## config.mk

```make
export PLATFORM = sky130hd
export DESIGN_NAME = b8_cmd_issuer
export DESIGN_NICKNAME = d
export VERILOG_FILES = /design/src/rtl/b8_pkg.sv /design/src/rtl/b8_issue_fsm.sv /design/src/rtl/b8_rd_credit.sv /design/src/rtl/b8_rd_pack.sv /design/src/rtl/b8_cmd_issuer.sv
export SDC_FILE = /design/constraint.sdc
export NUM_CORES = 1
export LEC_CHECK = 0
export CAP_MARGIN = 20
export CELL_PAD_IN_SITES_DETAIL_PLACEMENT = 1
export CELL_PAD_IN_SITES_GLOBAL_PLACEMENT = 1
export CORE_AREA = 2 2 639 641
export CTS_CLUSTER_DIAMETER = 60
export DETAILED_ROUTE_END_ITERATION = 12
export DIE_AREA = 0 0 641 643
export GPL_TIMING_DRIVEN = 0
export PLACE_DENSITY = 0.38
export REMOVE_ABC_BUFFERS = 1
export SLEW_MARGIN = 25
export SYNTH_ARGS = -nofsm -noshare
export SYNTH_HDL_FRONTEND = slang
export SYNTH_SLANG_ARGS = --single-unit
```

## constraint.sdc

```tcl
create_clock -name clk -period 3.9 [get_ports clk]
set_clock_uncertainty 0.2 [all_clocks]
set_input_delay 0.975 -clock clk [delete_from_list [all_inputs] [get_ports clk]]
set_output_delay 0.975 -clock clk [all_outputs]
set_load 0.1 [all_outputs]
```

## src/rtl/b8_pkg.sv

```systemverilog
`timescale 1ns/1ps
package b8_pkg;

  typedef enum logic [1:0] {
    ST_IDLE = 2'd0,
    ST_WLO  = 2'd1,
    ST_WHI  = 2'd2,
    ST_RD   = 2'd3
  } iss_state_e;

  localparam logic [2:0] CMD_WR = 3'b000;
  localparam logic [2:0] CMD_RD = 3'b001;

  // A new read may go out only while outstanding reads leave room downstream.
  function automatic logic credit_ok(input int unsigned inflight,
                                     input int unsigned free_slots);
    return inflight < free_slots;
  endfunction

  function automatic int unsigned next_inflight(input int unsigned cur,
                                                input logic issued,
                                                input logic pushed);
    return cur + int'(issued) - int'(pushed);
  endfunction

endpackage

```

## src/rtl/b8_issue_fsm.sv

```systemverilog
`timescale 1ns/1ps
module b8_issue_fsm
  import b8_pkg::*;
#(
  parameter int AW = 28,
  parameter int HW = 256
) (
  input  logic            clk,
  input  logic            rst_n,
  input  logic            wq_empty,
  input  logic [AW-1:0]   wq_addr,
  input  logic [2*HW-1:0] wq_data,
  input  logic            ra_empty,
  input  logic [AW-1:0]   ra_addr,
  input  logic            rd_credit,
  input  logic            mc_rdy,
  output logic            wq_pop,
  output logic            ra_pop,
  output logic            mc_en,
  output logic [2:0]      mc_cmd,
  output logic [AW-1:0]   mc_addr,
  output logic            mc_wen,
  output logic            mc_wend,
  output logic [HW-1:0]   mc_wdata,
  output logic            rd_issue,
  output logic            seq_idle
);

  iss_state_e state_q, state_d;

  always_ff @(posedge clk) begin
    if (!rst_n) state_q <= ST_IDLE;
    else        state_q <= state_d;
  end

  always_comb begin
    wq_pop   = 1'b0;
    ra_pop   = 1'b0;
    mc_en    = 1'b0;
    mc_cmd   = CMD_WR;
    mc_addr  = '0;
    mc_wen   = 1'b0;
    mc_wend  = 1'b0;
    mc_wdata = '0;
    state_d  = state_q;
    unique case (state_q)
      ST_IDLE: begin
        if (!wq_empty)      state_d = ST_WLO;
        else if (!ra_empty) state_d = ST_RD;
      end
      ST_WLO: begin
        mc_wen   = 1'b1;
        mc_wdata = wq_data[HW-1:0];
        if (mc_rdy) state_d = ST_WHI;
      end
      ST_WHI: begin
        mc_wen   = 1'b1;
        mc_wend  = 1'b1;
        mc_wdata = wq_data[2*HW-1:HW];
        mc_en    = 1'b1;
        mc_cmd   = CMD_WR;
        mc_addr  = wq_addr;
        wq_pop   = mc_rdy;
        if (mc_rdy) state_d = ST_IDLE;
      end
      ST_RD: begin
        mc_en   = !ra_empty && rd_credit;
        mc_cmd  = CMD_RD;
        mc_addr = ra_addr;
        ra_pop  = mc_en && mc_rdy;
        if (ra_empty) state_d = ST_IDLE;
      end
      default: state_d = ST_IDLE;
    endcase
  end

  assign rd_issue = ra_pop;
  assign seq_idle = (state_q == ST_IDLE);

  AST_HOLD_ON_STALL: assert property (@(posedge clk) disable iff (!rst_n)
    mc_en && !mc_rdy |=> mc_en && $stable(mc_addr) && $stable(mc_cmd));

  AST_LO_STRETCH: assert property (@(posedge clk) disable iff (!rst_n)
    mc_wen && !mc_wend && !mc_rdy |=> mc_wen && !mc_wend && $stable(mc_wdata));

  AST_WR_AFTER_LO: assert property (@(posedge clk) disable iff (!rst_n)
    $rose(mc_en) && (mc_cmd == CMD_WR) |-> $past(mc_wen && !mc_wend && mc_rdy));

  AST_ONE_POP: assert property (@(posedge clk) disable iff (!rst_n)
    $onehot0({wq_pop, ra_pop}));

endmodule

```

## src/rtl/b8_rd_credit.sv

```systemverilog
`timescale 1ns/1ps
module b8_rd_credit
  import b8_pkg::*;
#(
  parameter int FW = 4
) (
  input  logic          clk,
  input  logic          rst_n,
  input  logic          issued,
  input  logic          pushed,
  output logic [FW-1:0] inflight
);

  logic [FW-1:0] cnt_q;

  always_ff @(posedge clk) begin
    if (!rst_n) cnt_q <= '0;
    else        cnt_q <= FW'(next_inflight(int'(cnt_q), issued, pushed));
  end

  assign inflight = cnt_q;

  AST_PUSH_HAS_OWNER: assert property (@(posedge clk) disable iff (!rst_n)
    pushed |-> (cnt_q != '0));

endmodule

```

## src/rtl/b8_rd_pack.sv

```systemverilog
`timescale 1ns/1ps
module b8_rd_pack #(
  parameter int HW = 256
) (
  input  logic            clk,
  input  logic            rst_n,
  input  logic            beat_valid,
  input  logic [HW-1:0]   beat_data,
  output logic            pkt_push,
  output logic [2*HW-1:0] pkt_data
);

  logic          second_q;
  logic [HW-1:0] low_q;

  always_ff @(posedge clk) begin
    if (!rst_n) begin
      second_q <= 1'b0;
      low_q    <= '0;
    end else if (beat_valid) begin
      second_q <= !second_q;
      if (!second_q) low_q <= beat_data;
    end
  end

  assign pkt_push = beat_valid && second_q;
  assign pkt_data = {beat_data, low_q};

  AST_PAIR_ALTERNATES: assert property (@(posedge clk) disable iff (!rst_n)
    pkt_push |=> !pkt_push);

endmodule

```

## src/rtl/b8_cmd_issuer.sv

```systemverilog
`timescale 1ns/1ps
module b8_cmd_issuer
  import b8_pkg::*;
#(
  parameter int AW = 28,
  parameter int HW = 256,
  parameter int FW = 4
) (
  input  logic            clk,
  input  logic            rst_n,
  input  logic            wq_empty,
  input  logic [AW-1:0]   wq_addr,
  input  logic [2*HW-1:0] wq_data,
  output logic            wq_pop,
  input  logic            ra_empty,
  input  logic [AW-1:0]   ra_addr,
  output logic            ra_pop,
  input  logic [FW-1:0]   rdq_free,
  output logic            rdq_push,
  output logic [2*HW-1:0] rdq_data,
  output logic [2:0]      mc_cmd,
  output logic [AW-1:0]   mc_addr,
  output logic            mc_en,
  input  logic            mc_rdy,
  output logic [HW-1:0]   mc_wdata,
  output logic            mc_wen,
  output logic            mc_wend,
  input  logic            mc_rvalid,
  input  logic [HW-1:0]   mc_rdata,
  output logic            done
);

  logic          rd_issue;
  logic          seq_idle;
  logic          rd_credit;
  logic [FW-1:0] inflight;

  assign rd_credit = credit_ok(int'(inflight), int'(rdq_free));

  b8_issue_fsm #(.AW(AW), .HW(HW)) u_fsm (
    .clk      (clk),
    .rst_n    (rst_n),
    .wq_empty (wq_empty),
    .wq_addr  (wq_addr),
    .wq_data  (wq_data),
    .ra_empty (ra_empty),
    .ra_addr  (ra_addr),
    .rd_credit(rd_credit),
    .mc_rdy   (mc_rdy),
    .wq_pop   (wq_pop),
    .ra_pop   (ra_pop),
    .mc_en    (mc_en),
    .mc_cmd   (mc_cmd),
    .mc_addr  (mc_addr),
    .mc_wen   (mc_wen),
    .mc_wend  (mc_wend),
    .mc_wdata (mc_wdata),
    .rd_issue (rd_issue),
    .seq_idle (seq_idle)
  );

  b8_rd_credit #(.FW(FW)) u_credit (
    .clk     (clk),
    .rst_n   (rst_n),
    .issued  (rd_issue),
    .pushed  (rdq_push),
    .inflight(inflight)
  );

  b8_rd_pack #(.HW(HW)) u_pack (
    .clk       (clk),
    .rst_n     (rst_n),
    .beat_valid(mc_rvalid),
    .beat_data (mc_rdata),
    .pkt_push  (rdq_push),
    .pkt_data  (rdq_data)
  );

  assign done = seq_idle && wq_empty && ra_empty && (inflight == '0);

  AST_NO_OVERFLOW: assert property (@(posedge clk) disable iff (!rst_n)
    mc_en && (mc_cmd == CMD_RD) |-> (inflight < rdq_free));

  AST_DONE_QUIET: assert property (@(posedge clk) disable iff (!rst_n)
    done |-> !mc_en && !mc_wen);

endmodule

```

==> flow_metrics.env, run 1 <==
export IMPL_async_reset_ff_share_pct=0
export IMPL_vias=22200
export IMPL_synth_most_common_cell="nand2_1"
export IMPL_holdBufCountCts=0
export IMPL_final_fill_count=47900
export IMPL_critPathLaunch="u_fsm.state_q[0]$_SDFFE_PN0P_"
export IMPL_insertion_delay_ns=0.65
export IMPL_numCtsBuffers=51
export IMPL_yosysSeqAreaShare_pct=32.0
export IMPL_dp_cells=8733
export IMPL_hp_class="reg -> reg"
export IMPL_cp_required_ns=2.72
export IMPL_path_clk_slew_ns=0.05
export IMPL_synthTopCellsByArea="dfxtp_1, buf_4, nand2_1"
export IMPL_synth_edff_count=0
export IMPL_ys_warn_count=0
export IMPL_path_class="reg -> out"
export IMPL_drc_errors=0
export IMPL_routed_wl_um=260000
export IMPL_status="finished, violations left"
export IMPL_rsz0062_at_grt="yes"
export IMPL_start_util_pct=4.07
export IMPL_grt_pass1_vias=22600
export IMPL_clock_path_buffers=3
export IMPL_total_power_mw=29.4
export IMPL_layout_min_cycle_time_ns=4.11
export IMPL_grt_pass1_wl_um=307000
export IMPL_cts_root_buf="clkbuf_16"
export IMPL_first_pass_iters=5
export IMPL_violations="setup timing"
export IMPL_cts_sinks=263
export IMPL_synth_top_area_share_pct=32.0
export IMPL_drt_iter0_drc=1180
export IMPL_rr_startpoint="u_fsm.state_q[0]$_SDFFE_PN0P_"
export IMPL_hold_violations=0
export IMPL_grt_antenna_before_repair=207
export IMPL_synth_seq_cells=263
export IMPL_antenna_left=0
export IMPL_finalCritPeriodShare_pct=105
export IMPL_slew_headroom_pct=26.5
export IMPL_fmax_mhz=243
export IMPL_num_rows=234
export IMPL_dpl_hpwl_um=220000
export IMPL_startpoint_type="flop"
export IMPL_io_buffers=1637
export IMPL_drv_slew=0
export IMPL_peakVddDrop_uv=334
export IMPL_die_area_um2=412000
export IMPL_drive_above_1_share_pct=23.4
export IMPL_fin_util_pct=10.4
export IMPL_routedWlPerCell_um=28.8
export IMPL_nets=4331
export IMPL_yosysUniqueCellTypes=30
export IMPL_coreArea_um2=405000
export IMPL_gp_congestion=0.911
export IMPL_h_tree_depth=2
export IMPL_synthFlopType="dfxtp_1"
export IMPL_grt_max_degree=104
export IMPL_io_pins=1640
export IMPL_finalNonFillerCells=9025
export IMPL_worst_path_max_fanout=7
export IMPL_die_y_um=643
export IMPL_powerDensity_nw_per_um2=698
export IMPL_p_leak_nw=14.5
export IMPL_min_from="u_pack.low_q[128]$_SDFFE_PN0P_"
export IMPL_cp_arrival_ns=2.94
export IMPL_worst_pin_slew_ns=1.10
export IMPL_viasPerCell=2.46
export IMPL_drv_cap=0
export IMPL_grt_usage_pct=11.9
export IMPL_die_x_um=641
export IMPL_end_kind="primary output"
export IMPL_yosysTopAreaCell="dfxtp_1"
export IMPL_syn_area_per_cell_um2=7.97
export IMPL_syn_inst=2068
export IMPL_finalSetupViolCount=84
export IMPL_yosys_top_cells_count="nand2_1, buf_4, dfxtp_1"
export IMPL_syn2layout_area_growth_pct=156
export IMPL_reg2reg_setup_slack_ns=0.72
export IMPL_layout_setup_ws_ns=-0.212
export IMPL_cts_tree="yes"
export IMPL_synthesis_area_um2=16500
export IMPL_grt_ovfl_total=0
-- registers in the layout (all words and copies together) (netlist names) --
signal / count
u_credit.inflight: 4
u_fsm.state_q: 2
u_pack.low_q: 256
u_pack.second_q: 1
-- layer usage --
| layer | vias to the layer above | GRT usage (%) | wire [um] |
|---|---|---|---|
| li1 | 9652 | - | - |
| met1 | 10800 | 10.5 | 79600 |
| met2 | 1212 | 24.5 | 148000 |
| met3 | 484 | 3.05 | 17600 |
| met4 | 48 | 5.45 | 13800 |
| met5 | - | 0 | 321 |
-- worst paths after layout --
kind,end,depth (start not counted)
max,mc_wdata[58],11
min,u_pack.low_q[128]$_SDFFE_PN0P_,2
max reg2reg,u_credit.inflight[2]$_SDFF_PN0_,13
min reg2reg,u_pack.low_q[128]$_SDFFE_PN0P_,2
-- kinds of logic (layout without fill, tap and decap cells) --
group                      count (synthesis)  count (layout)  share of synthesized area, %
muxes                                      1               1                        0.0683
AOI/OAI and AO/OA                        549             549                          25.8
other                                      1              76                        0.0228
xor gates and xnor gates                   2               2                         0.106
buffers and inverters                    448            1902                          18.8
adders and majority gates                 14              14                          1.11
DFF                                      263             263                          32.0
and+or+nand+nor                          790             790                          22.1
-- stage by stage --
stage | instance area (um^2) | hold slack (ns) | TNS [ns] | setup WS [ns]
after floorplan | 13400 | 0.273 | -2962.00 | -5.95
after CTS | 40900 | 0.254 | -38.25 | -0.322
after detailed placement | 36800 | 0.246 | -176.18 | -1.52
after global routing | 42100 | 0.268 | -16.02 | -0.258
after global placement | 36600 | 0.242 | -6982.53 | -20.04
final | 42100 | 0.251 | -5.50 | -0.212
-- power by group --
part | internal, mW | switching (mW)
Clock | 2.87 | 1.88
Combinational | 6.80 | 14.9
Sequential | 2.87 | 0.105
Total | 12.5 | 16.8
-- repair_timing --
action	in CTS	in global routing
resized for setup	1239	565
hold endpoints to repair	0	0
setup buffers	43	43
setup endpoints to repair	348	311
pin swaps	16	50
cloned	34	10
-- critical path: stages, from the launching register on --
cell,delay (ns)
dfxtp_4,0.37
inv_4,0.05
ha_4,0.19
buf_16,0.15
buf_16,0.15
buf_16,0.16
buf_16,0.16
buf_8,0.14
buf_4,0.14
a22oi_2,0.41
nor2b_1,0.11
buf_6,0.21
-- layout by cell type, fill, tap and decap left out, drive strengths merged --
| master | count |
|---|---|
| xor2 | 2 |
| nand2b | 5 |
| clkdlybuf4s18 | 9 |
| mux2 | 1 |
| nand3 | 3 |
| clkinvlp | 6 |
| clkdlybuf4s50 | 1200 |
| o21ai | 3 |
| nor2b | 257 |
| dlymetal6s2s | 61 |
| clkbuf | 131 |
| or2 | 1 |
| nand2 | 515 |
| ha | 13 |
| nor2 | 2 |
| bufinv | 5 |
| inv | 25 |
| buf | 430 |
| a21boi | 257 |
| a211oi | 1 |
| o211ai | 1 |
| fa | 1 |
| bufbuf | 10 |
| dlygate4sd2 | 2 |
| a21oi | 2 |
| a21o | 1 |
| conb | 2 |
| dfxtp | 263 |
| clkdlybuf4s15 | 15 |
| clkinv | 8 |
| a22o | 28 |
| nor4b | 1 |
| a22oi | 256 |
| and2 | 6 |
| diode | 74 |
-- cell type report --
type / instances / area (um^2) / share of cell area [%]
tap: 5428 / 6790 / 16.1
clock inverter: 33 / 409 / 0.972
inverter: 11 / 46.3 / 0.110
timing repair buffer: 1798 / 19100 / 45.5
sequential: 263 / 5270 / 12.5
multi-input combinational: 1358 / 8900 / 21.1
clock buffer: 60 / 1360 / 3.23
antenna: 74 / 185 / 0.440
No activity file was read; power rests on OpenSTA's default activity.
==> run 2: changes to the inputs <==
--- a/config.mk
+++ b/config.mk
@@ -14,7 +14,6 @@
 export DIE_AREA = 0 0 641 643
 export GPL_TIMING_DRIVEN = 0
 export PLACE_DENSITY = 0.38
-export REMOVE_ABC_BUFFERS = 1
 export SLEW_MARGIN = 25
 export SYNTH_ARGS = -nofsm -noshare
 export SYNTH_HDL_FRONTEND = slang
==> run 2 against run 1 <==
- global-route usage up 1.6 points
- power down 4.4%
- sequential share of layout area down 0.31 points
- largest power group unchanged
- maximum frequency up 5.8%
- highest routed layer unchanged
- first-iteration DRC count down 9.7%
- the run now ends clean
- largest cell class unchanged
- worst setup slack better by 0.23 ns
==> flow_metrics.env, run 2 (synthesized netlist as in run 1, its figures left out) <==
export IMPL_grt_usage_pct=13.5
export IMPL_final_common_cell="clkdlybuf4s50_1"
export IMPL_drv_cap=0
export IMPL_routedWlPerCell_um=31.0
export IMPL_total_power_mw=28.1
export IMPL_cts_root_buf="clkbuf_16"
export IMPL_powerDensity_nw_per_um2=651
export IMPL_routed_wl_um=288000
export IMPL_grt_ovfl_total=0
export IMPL_finalSetupViolCount=0
export IMPL_nets=4609
export IMPL_hold_violations=0
export IMPL_syn2layout_area_growth_pct=162
export IMPL_hp_class="reg -> reg"
export IMPL_finalNonFillerCells=9303
export IMPL_gp_congestion=0.998
export IMPL_dp_cells=9134
export IMPL_peakVddDrop_uv=409
export IMPL_regMostFlops="u_pack.low_q"
export IMPL_fmax_mhz=257
export IMPL_numCtsBuffers=41
export IMPL_drc_errors=0
export IMPL_grt_max_degree=12
export IMPL_cts_sinks=263
export IMPL_io_pins=1640
export IMPL_grt_antenna_before_repair=222
export IMPL_start_util_pct=4.07
export IMPL_worst_pin_slew_ns=1.13
export IMPL_drt_iter0_drc=1066
export IMPL_worst_path_max_fanout=3
export IMPL_startpoint_type="input pin"
export IMPL_die_x_um=641
export IMPL_io_buffers=1636
export IMPL_slew_headroom_pct=24.6
export IMPL_post_place_ws_ns=-1.96
export IMPL_die_y_um=643
export IMPL_status="finished clean"
export IMPL_drv_slew=0
export IMPL_grt_pass1_vias=24300
export IMPL_viasPerCell=2.52
export IMPL_drive_above_1_share_pct=33.2
export IMPL_final_fill_count=48000
export IMPL_finalCritPeriodShare_pct=99.6
export IMPL_largest_reg_flops=256
export IMPL_layout_common_cells="clkdlybuf4s50_1, nand2_1, buf_4, dfxtp_1, a21boi_1"
export IMPL_cp_arrival_ns=2.71
export IMPL_antenna_left=0
export IMPL_layout_min_cycle_time_ns=3.89
export IMPL_layout_setup_ws_ns=0.0148
export IMPL_end_kind="primary output"
export IMPL_place_area_um2=40400
export IMPL_insertion_delay_ns=0.65
export IMPL_p_leak_nw=15.6
export IMPL_path_clk_slew_ns=0.06
export IMPL_num_rows=234
export IMPL_cts_tree="yes"
export IMPL_reg2reg_setup_slack_ns=0.62
export IMPL_grt_pass1_wl_um=343000
export IMPL_design_area_um2=43200
export IMPL_path_class="in -> out"
export IMPL_h_tree_depth=2
export IMPL_first_pass_iters=5
export IMPL_clock_path_buffers=3
export IMPL_die_area_um2=412000
export IMPL_vias=23400
export IMPL_cp_required_ns=2.72
export IMPL_dpl_hpwl_um=265000
export IMPL_coreArea_um2=405000
export IMPL_holdBufCountCts=0
[run 2: per-layer routing]
layer	vias up	routed length, um	global-route usage (%)
met5	-	448	0
met4	70	12000	4.28
met3	454	24400	4.79
met2	1245	159000	26.8
met1	11400	92100	12.5
li1	10200	-	-
[run 2: what timing repair did]
item / in CTS / in global routing
pin swaps: 17 / 5
resized for setup: 2002 / 54
endpoints found under the setup margin: 448 / 97
gates cloned: 5 / 0
setup buffers: 8 / 0
[run 2: critical path, stage by stage]
cell and delay [ns]:
clkdlybuf4s50_1 0.70, buf_4 0.17, dlygate4sd2_1 0.85
[run 2: final timing paths]
kind                                                      from                         endpoint  cells after the start
worst min register to register  u_pack.low_q[181]$_SDFFE_PN0P_   u_pack.low_q[181]$_SDFFE_PN0P_                      2
worst max register to register   u_fsm.state_q[0]$_SDFFE_PN0P_  u_credit.inflight[2]$_SDFF_PN0_                     11
worst min-delay path            u_pack.low_q[181]$_SDFFE_PN0P_   u_pack.low_q[181]$_SDFFE_PN0P_                      2
worst max-delay path                              mc_rdata[90]                    rdq_data[346]                      3
[run 2: report_power, final]
part | switching (mW) | leakage (nW) | internal, mW
clock | 1.61 | 0.679 | 2.33
combinational | 14.9 | 12.7 | 6.25
sequential | 0.123 | 2.16 | 2.87
total | 16.7 | 15.6 | 11.4
[run 2: final cells by class]
cell class	count	area [um^2]	area share, %
multi-input combinational	1358	10100	23.4
clock buffer	52	1160	2.69
tap	5428	6790	15.7
buffer	437	3480	8.06
antenna	84	210	0.487
sequential	263	5270	12.2
inverter	11	43.8	0.101
timing repair buffer	1649	15900	36.8
clock inverter	21	249	0.577
[run 2: through the flow]
step                utilization [%]  hold slack [ns]    TNS, ns
global route                   10.6            0.268  -0.000216
CTS                            10.6            0.252     -0.272
detailed placement             9.97            0.244    -390.91
floorplan                         -            0.273      -4.82
finish                         10.7            0.251          0
global placement               10.2            0.241    -514.28
